$ cat config.mk
export PLATFORM = sky130hd
export DESIGN_NAME = hitsel_serializer
export DESIGN_NICKNAME = d
export VERILOG_FILES = /design/src/rtl/hitsel_pkg.sv /design/src/rtl/hitsel_pick.sv /design/src/rtl/hitsel_frame_mux.sv /design/src/rtl/hitsel_shifter.sv /design/src/rtl/hitsel_gap.sv /design/src/rtl/hitsel_serializer.sv
export SDC_FILE = /design/constraint.sdc
export NUM_CORES = 1
export LEC_CHECK = 0
export BUFFER_PORTS_ARGS = -buffer_cell sky130_fd_sc_hd__buf_2
export CAP_MARGIN = 30
export CORE_AREA = 2 2 309 311
export DETAILED_ROUTE_END_ITERATION = 8
export DIE_AREA = 0 0 311 313
export PLACE_DENSITY = 0.33
export SLEW_MARGIN = 15
export SYNTH_ARGS = -nofsm -noshare
export SYNTH_HDL_FRONTEND = slang
export SYNTH_HIERARCHICAL = 1
export SYNTH_SLANG_ARGS = --single-unit
$ cat constraint.sdc
create_clock -name clk -period 6 [get_ports clk]
set_input_delay 0.9 -clock clk [delete_from_list [all_inputs] [get_ports clk]]
set_output_delay 0.9 -clock clk [all_outputs]
set_load 0.03 [all_outputs]
$ cat src/rtl/hitsel_pkg.sv
package hitsel_pkg;
   typedef enum logic [2:0] {
      ST_IDLE,
      ST_LOAD,
      ST_SHIFT,
      ST_GAP,
      ST_DONE
   } rdo_state_e;
endpackage

$ cat src/rtl/hitsel_pick.sv
// Lowest-index set bit of the pending mask, with its one-hot form.
module hitsel_pick #(
   parameter int NUM_CH = 16,
   localparam int CH_W = $clog2(NUM_CH)
) (
   input  logic [NUM_CH-1:0] pend_i,
   output logic [CH_W-1:0]   idx_o,
   output logic [NUM_CH-1:0] onehot_o,
   output logic              any_o
);
   always_comb begin
      idx_o = '0;
      for (int i = NUM_CH - 1; i >= 0; i--) begin
         if (pend_i[i]) idx_o = CH_W'(i);
      end
   end

   assign any_o    = |pend_i;
   assign onehot_o = any_o ? (NUM_CH'(1) << idx_o) : '0;
endmodule

$ cat src/rtl/hitsel_frame_mux.sv
// Builds every channel's frame word and selects one by index.
module hitsel_frame_mux #(
   parameter int NUM_CH = 16,
   parameter int CT_W   = 24,
   parameter int CHG_W  = 12,
   parameter int FT_W   = 12,
   localparam int CH_W    = $clog2(NUM_CH),
   localparam int FRAME_W = CH_W + CT_W + CHG_W + FT_W
) (
   input  logic [CH_W-1:0]         idx_i,
   input  logic [NUM_CH*CT_W-1:0]  coarse_i,
   input  logic [NUM_CH*CHG_W-1:0] charge_i,
   input  logic [NUM_CH*FT_W-1:0]  fine_i,
   output logic [FRAME_W-1:0]      frame_o
);
   logic [FRAME_W-1:0] words [NUM_CH];

   for (genvar g = 0; g < NUM_CH; g++) begin : g_word
      localparam logic [CH_W-1:0] TAG = CH_W'(g);
      assign words[g] = {TAG,
                         coarse_i[g*CT_W +: CT_W],
                         charge_i[g*CHG_W +: CHG_W],
                         fine_i[g*FT_W +: FT_W]};
   end

   assign frame_o = words[idx_i];
endmodule

$ cat src/rtl/hitsel_shifter.sv
// Parallel-load, MSB-first shift register.
module hitsel_shifter #(
   parameter int WIDTH = 52
) (
   input  logic             clk,
   input  logic             rst_n,
   input  logic             load_i,
   input  logic             shift_i,
   input  logic [WIDTH-1:0] data_i,
   output logic             msb_o
);
   logic [WIDTH-1:0] sr_q;

   always_ff @(posedge clk or negedge rst_n) begin
      if (!rst_n)       sr_q <= '0;
      else if (load_i)  sr_q <= data_i;
      else if (shift_i) sr_q <= {sr_q[WIDTH-2:0], 1'b0};
   end

   assign msb_o = sr_q[WIDTH-1];
endmodule

$ cat src/rtl/hitsel_gap.sv
// Counts the quiet cycles between frames.
module hitsel_gap #(
   parameter int GAP_CYC = 10,
   localparam int GW = $clog2(GAP_CYC + 1)
) (
   input  logic clk,
   input  logic rst_n,
   input  logic en_i,
   output logic expire_o
);
   logic [GW-1:0] cnt_q;

   always_ff @(posedge clk or negedge rst_n) begin
      if (!rst_n)     cnt_q <= '0;
      else if (!en_i) cnt_q <= '0;
      else            cnt_q <= cnt_q + GW'(1);
   end

   assign expire_o = en_i && (cnt_q == GW'(GAP_CYC - 1));
endmodule

$ cat src/rtl/hitsel_serializer.sv
module hitsel_serializer
   import hitsel_pkg::*;
#(
   parameter int NUM_CH  = 16,
   parameter int CT_W    = 24,
   parameter int CHG_W   = 12,
   parameter int FT_W    = 12,
   parameter int GAP_CYC = 10
) (
   input  logic                    clk,
   input  logic                    rst_n,
   input  logic                    start_i,
   input  logic [NUM_CH-1:0]       hit_mask_i,
   input  logic [NUM_CH*CT_W-1:0]  coarse_i,
   input  logic [NUM_CH*CHG_W-1:0] charge_i,
   input  logic [NUM_CH*FT_W-1:0]  fine_i,
   output logic                    sdata_o,
   output logic                    sstrobe_o,
   output logic                    busy_o,
   output logic                    done_o
);
   localparam int CH_W    = $clog2(NUM_CH);
   localparam int FRAME_W = CH_W + CT_W + CHG_W + FT_W;
   localparam int BIT_W   = $clog2(FRAME_W);

   if (NUM_CH < 2) begin : g_bad_ch
      $error("NUM_CH must be at least 2");
   end
   if (GAP_CYC < 1) begin : g_bad_gap
      $error("GAP_CYC must be at least 1");
   end
   if (CT_W < 1 || CHG_W < 1 || FT_W < 1) begin : g_bad_w
      $error("field widths must be positive");
   end

   rdo_state_e         state_q;
   logic [NUM_CH-1:0]  pend_q;
   logic [BIT_W-1:0]   bit_q;
   logic [CH_W-1:0]    pick_idx;
   logic [NUM_CH-1:0]  pick_oh;
   logic               pick_any;
   logic [FRAME_W-1:0] frame;
   logic               gap_exp;
   logic               sr_load;
   logic               sr_msb;
   logic               last_bit;

   hitsel_pick #(.NUM_CH(NUM_CH)) pick_i (
      .pend_i   (pend_q),
      .idx_o    (pick_idx),
      .onehot_o (pick_oh),
      .any_o    (pick_any)
   );

   hitsel_frame_mux #(
      .NUM_CH(NUM_CH), .CT_W(CT_W), .CHG_W(CHG_W), .FT_W(FT_W)
   ) mux_i (
      .idx_i    (pick_idx),
      .coarse_i (coarse_i),
      .charge_i (charge_i),
      .fine_i   (fine_i),
      .frame_o  (frame)
   );

   hitsel_gap #(.GAP_CYC(GAP_CYC)) gap_i (
      .clk      (clk),
      .rst_n    (rst_n),
      .en_i     (state_q == ST_GAP),
      .expire_o (gap_exp)
   );

   assign sr_load  = ((state_q == ST_LOAD) && pick_any) || gap_exp;
   assign last_bit = (bit_q == BIT_W'(FRAME_W - 1));

   hitsel_shifter #(.WIDTH(FRAME_W)) sr_i (
      .clk     (clk),
      .rst_n   (rst_n),
      .load_i  (sr_load),
      .shift_i (state_q == ST_SHIFT),
      .data_i  (frame),
      .msb_o   (sr_msb)
   );

   always_ff @(posedge clk or negedge rst_n) begin
      if (!rst_n) begin
         state_q <= ST_IDLE;
         pend_q  <= '0;
         bit_q   <= '0;
      end else begin
         unique case (state_q)
            ST_IDLE: begin
               if (start_i) begin
                  pend_q  <= hit_mask_i;
                  state_q <= ST_LOAD;
               end
            end
            ST_LOAD: begin
               if (pick_any) begin
                  pend_q  <= pend_q & ~pick_oh;
                  bit_q   <= '0;
                  state_q <= ST_SHIFT;
               end else begin
                  state_q <= ST_DONE;
               end
            end
            ST_SHIFT: begin
               bit_q <= bit_q + BIT_W'(1);
               if (last_bit) state_q <= (pend_q != '0) ? ST_GAP : ST_DONE;
            end
            ST_GAP: begin
               if (gap_exp) begin
                  pend_q  <= pend_q & ~pick_oh;
                  bit_q   <= '0;
                  state_q <= ST_SHIFT;
               end
            end
            ST_DONE: state_q <= ST_IDLE;
            default: state_q <= ST_IDLE;
         endcase
      end
   end

   assign sstrobe_o = (state_q == ST_SHIFT);
   assign sdata_o   = sstrobe_o & sr_msb;
   assign busy_o    = (state_q != ST_IDLE);
   assign done_o    = (state_q == ST_DONE);
endmodule

### Word-level counts from Yosys, hierarchy flattened

Cells that the tools add are included.

| storage, ports and cells | value |
|---|---|
| flip-flop bits (word level) | 81 |
| bits in latches | 0 |
| bits in writable memories | 0 |
| memory bits (read-only) | 0 |
| input bits | 787 |
| output and inout bits | 4 |
| memories | 0 |

| cells by class | value |
|---|---|
| add/sub/neg operators | 2 |
| multiply operators | 0 |
| div/mod/pow operators | 0 |
| order comparisons | 1 |
| equality and inequality tests | 10 |
| shifts and indexed selects | 1 |
| multiplexer cells | 36 |
| bitwise operators | 4 |
| reduce and logical (&&, ||, !) cells | 13 |

Operator list:

| kind | number |
|---|---|
| 52-bit binary-select mux with 4-bit select | 1 |
| 52-bit two-way mux | 4 |
| 4-bit two-way mux | 17 |
| 16-bit two-way mux | 4 |
| 16-bit case mux with 3 select lines | 1 |
| 6-bit case mux with 3 select lines | 1 |
| 16-bit bitwise AND | 1 |
| 16-bit inverter | 1 |
| 16-bit nonzero test | 1 |
| 16-bit OR reduction | 1 |
| 1-bit by 4-bit left shift with 16-bit output (first input constant) | 1 |
| 3-bit two-way mux | 5 |
| 6-bit two-way mux | 2 |
| 3-bit case mux with 4 select lines | 1 |
| 3-bit nonzero test | 3 |
| 6-bit by 1-bit adder with 6-bit output (second input constant) | 1 |
| 3-bit by 2-bit equality test with 1-bit output (second input constant) | 2 |
| 6-bit equality test (second input constant) | 1 |
| 2-bit != test (second input constant) | 3 |
| 3-bit AND reduction | 2 |
| 5-bit greater-or-equal comparator (second input constant) | 1 |
| 4-bit inverter with 5-bit output | 1 |
| 4-bit by 1-bit adder with 4-bit output (second input constant) | 1 |
| 4-bit equality test (second input constant) | 1 |
| 9 further kinds | 10 |

### Longest topological paths before layout

| depth | value |
|---|---|
| word-level depth | 22 |
| mapped depth | 13 |
| mapped depth without buffers | 10 |

### Modules after synthesis

The synthesis kept the hierarchy.

By module, submodules not included:

| module | instances | cells an instance | area each (µm²) |
|---|---|---|---|
| hitsel_frame_mux | 1 | 407 | 5587.9 |
| hitsel_shifter | 1 | 225 | 2416.1 |
| hitsel_serializer | 1 | 117 | 1341.3 |
| hitsel_pick | 1 | 70 | 396.6 |
| hitsel_gap | 1 | 16 | 192.7 |

### Worst setup path after synthesis

Ideal clock, no wire load.

| timing path | value |
|---|---|
| path kind | reg-to-reg |
| from | register pend_q[14] |
| to | register sr_i.sr_q[12] |
| library setup time | 132 ps |
| arrival time | 2660 ps |
| data required time | 5868 ps |
| path slack | 3208 ps |
| cell stages (with the launch flop) | 14 |
| buffers on the path | 3 |
| cell sequence | dfrtp_1 nand2b_1 a221oi_2 o211ai_2 a21o_4 inv_2 clkbuf_1 buf_4 buf_2 mux4_2 a22oi_1 nand2_1 nand2_1 o21ai_1 |

| between the ends | value |
|---|---|
| longest elaborated chain between the ends | 20 |

RTL lines:

| what | RTL line | RTL |
|---|---|---|
| start: declaration | hitsel_serializer.sv:37 | `logic [NUM_CH-1:0] pend_q;` |
| start signal: assignment | hitsel_serializer.sv:93 | `pend_q <= hit_mask_i;` |
| start signal: assignment | hitsel_serializer.sv:99 | `pend_q <= pend_q & ~pick_oh;` |
| start signal: assignment | hitsel_serializer.sv:112 | `pend_q <= pend_q & ~pick_oh;` |
| 4-bit two-way mux (15 in series) | hitsel_pick.sv:14 | `if (pend_i[i]) idx_o = CH_W'(i);` |
| named net pick_idx[0] | hitsel_serializer.sv:39 | `logic [CH_W-1:0] pick_idx;` |
| 4-bit inverter with 5-bit output (not written as such) | hitsel_frame_mux.sv:26 | `assign frame_o = words[idx_i];` |
| 52-bit binary-select mux with 4-bit select | hitsel_frame_mux.sv:26 |  |
| 52-bit two-way mux (not written as such) (2 in series) | hitsel_frame_mux.sv:26 |  |
| named net frame[12] | hitsel_serializer.sv:42 | `logic [FRAME_W-1:0] frame;` |
| 52-bit two-way mux | hitsel_shifter.sv:16 | `else if (load_i) sr_q <= data_i;` |
| end signal: assignment | hitsel_shifter.sv:16 |  |
| end signal: assignment | hitsel_shifter.sv:17 | `else if (shift_i) sr_q <= {sr_q[WIDTH-2:0], 1'b0};` |
| end: declaration | hitsel_shifter.sv:12 | `logic [WIDTH-1:0] sr_q;` |

The timed path passes the listed nets, and every way through them passes these cells. The select of a mux whose other input is x is not followed.
A chain may end at the register's enable or synchronous reset.

### Final worst setup path

| timing path | value |
|---|---|
| from | register pend_q[14] |
| to | register sr_i.sr_q[31] |

Same word-level chain as after synthesis.

==> results_dict.tcl <==
set metrics [dict create \
    setup_viol 0 \
    tns_ns 0 \
    min_from "gap_i/cnt_q[0]" \
    die_y_microns 313 \
    mappedNetlistNets 1625 \
    h-tree-depth 3 \
    start_util_pct 10.6 \
    clkSlewWorstSetupHoldPaths_ns 0.07 \
    hpwl_microns 53100 \
    seqPwrFrac_pct 15.5 \
    fin_cells 2838 \
    layout_commonest_cell "buf_2" \
    port-buffer-count 790 \
    slew_viol_final 0 \
    post_cts_buffers 0 \
    synth_top_cell_by_area "mux4_2" \
    tightest_slew_ns 0.934 \
    reg2reg_setup_slack_ns 2.07 \
    core_region_area_sq_um 94200 \
    switching_power_uw 2810 \
    syn_area_sq_um 9930 \
    cp.required_ns 6.25 \
    rr_worst_depth 11 \
    fin_nets 2352 \
    intPower_uw 3210 \
    ys_ff_latch 81 \
    swShare_pct 46.6 \
    p_clk_share_pct 9.3 \
    cts_inserted_buffers 9 \
    globalRouteMet1Util_pct 15.1 \
    period_share_pct 65.5 \
    holdPathEnd "gap_i/cnt_q[0]" \
    first_pass_iters 7 \
    crit_fanout 68 \
    cts_tree "yes" \
    via_per_inst 3.93 \
    wl_per_cell_microns 22.7 \
    synthCells 835 \
    post_route_cells_drive_above_1_share_pct 67.5 \
    p_per_area_nw_per_um2 390 \
    yosys_warnings 6 \
    grt_most_used_layer "met2" \
    layout_common_cells "buf_2, mux4_2, nand2_1" \
    clk_latency_ns 0.38 \
    clockBufferDepth 2 \
    cts_sinks 81 \
    place_ws_ns 2.00 \
    met2_usage_pct 22.9 \
    synth_edf_count 0 \
    timing.rr.end "sr_i/sr_q[31]" \
    die_area_sq_um 97300 \
    maxCapViolations 0 \
    arrival_ns 4.18 \
    synthTopCellsByArea "mux4_2, dfrtp_1, a22oi_1" \
    hp-class "reg -> reg" \
    grtUsageTotal_pct 12.6 \
    end_kind "flop" \
    routed_wl_microns 64500 \
    dpl.cell_count 2816 \
    drc 0 \
    path_class "reg -> reg" \
    gp_congestion 0.937 \
    cts_resized 0 \
    cts_hold_buf 0 \
    hold_viol 0 \
    fmax_mhz 254 \
    met3_usage_pct 2.74 \
    rr_startpoint "pend_q[14]" \
    synthArstFlopShare_pct 100 \
    grt_overflow 0 \
    finClkSkew_ns 0.0112 \
    fill_cells 10700 \
    drt_iter0_markers 604 \
    power_frac_comb_pct 75.2 \
    ys_types 53 \
    grt_pass1_vias 12290 \
    grt_max_degree 95 \
    setup_ws_ns 2.07 \
    num_rows 113 \
    die_x_microns 311 \
    period_needed_ns 3.93 \
    grt_pass1_wl_microns 88600 \
    rsz0062_at_grt "no" \
    ir_drop_uv 272 \
    cts_root_buf "clkbuf_16" \
    p_leak_uw 0.00687 \
    flow.area_growth_from_synthesis_pct 55.3 \
    fin_worst_hold_slack_ns 0.490 \
    synth.top_cell.area_share_pct 43.5 \
    slew_headroom_pct 37.3 \
    start_kind "flop" \
    ios 791 \
    syn_avg_cell_area_sq_um 11.9 \
    num_vias 11163 \
    seq_area_frac_synth_pct 20.4 \
    status "completed" \
    postRouteAntennaNets 0 \
    antenna_found_initial 23 \
    ys.flop_type "dfrtp_1" \
    whs_path_depth 1 \
]
==> worst max-delay path by stage <==
stage	start	end	slack, ns	depth (start not counted)
2_1_floorplan	pend_q[14]	sr_i/sr_q[12]	3.21	13
3_3_place_gp	pend_q[14]	sr_i/sr_q[31]	1.99	11
3_5_place_dp	pend_q[14]	sr_i/sr_q[31]	2.00	11
4_1_cts	pend_q[14]	sr_i/sr_q[31]	1.99	11
5_1_grt	pend_q[14]	sr_i/sr_q[31]	1.66	11
6_report	pend_q[14]	sr_i/sr_q[31]	2.07	11
==> kinds of logic after synthesis <==
| logic type | count (synthesis) | share of synthesized area, % |
|---|---|---|
| mux | 261 | 50.7 |
| simple gates | 196 | 9.37 |
| compound gates | 195 | 13.3 |
| buf+inv | 98 | 5.74 |
| flops | 81 | 20.4 |
| fa+ha+maj | 3 | 0.378 |
| xor+xnor | 1 | 0.0882 |
==> Yosys cell counts (8+ instances only) <==
cell      instances
mux2_2           17
buf_1            15
nand2_1         112
a22oi_1          96
a21boi_0         15
nor2_1           20
clkbuf_1         29
buf_2            12
o21ai_1          49
dfrtp_1          81
a21oi_1           9
nor2b_1           8
nor3_1           10
mux4_2          192
buf_4            25
o21ai_0          12
mux2i_1          52
==> layout make-up <==
type | count | area, sq um | area share (%)
multi-input combinational | 656 | 7370 | 47.8
timing repair buffer | 807 | 4110 | 26.6
sequential | 81 | 2030 | 13.1
tap | 1265 | 1580 | 10.3
clock buffer | 9 | 225 | 1.46
clock inverter | 7 | 52.6 | 0.341
inverter | 7 | 41.3 | 0.268
antenna | 6 | 15.0 | 0.0973
==> through the flow <==
stage                     cell area [sq um]  power, uW  utilization (%)
final                                 15400       6020             16.4
after floorplan                        9930       4210                -
after detailed placement              15100       5630             16.1
after global placement                15100       5620             16.1
after CTS                             15400       6240             16.4
after global routing                  15400       6510             16.4
==> sequential cells by signal, summed over array words and instances, names as in the netlist <==
register and flops:
bit_q 6, gap_i/cnt_q 4, pend_q 16, sr_i/sr_q 52, state_q 3
==> power groups by stage <==
stage          clock, uW  combinational (uW)  sequential, uW
6_report             562                4530             932
5_1_grt              622                4930             964
4_1_cts              604                4690             946
3_5_place_dp           0                4680             954
3_3_place_gp           0                4660             957
2_1_floorplan          0                3400             816
==> per-layer routing <==
layer	wire length, microns	share of wire, %
met3	3590	5.6
met2	33600	52
met5	43	0.067
met4	1470	2.3
met1	25700	40
==> worst max-delay path, cell delays in order, from the launching register on <==
cell	delay, ns
dfrtp_1	0.41
nand2b_1	0.17
a221oi_2	0.33
o211ai_2	0.17
a21o_4	0.28
inv_8	0.45
buf_4	0.59
mux4_2	0.62
a22oi_1	0.40
nand2_1	0.10
nand2_1	0.11
o21ai_1	0.06
(Power assumes the default switching activity.)
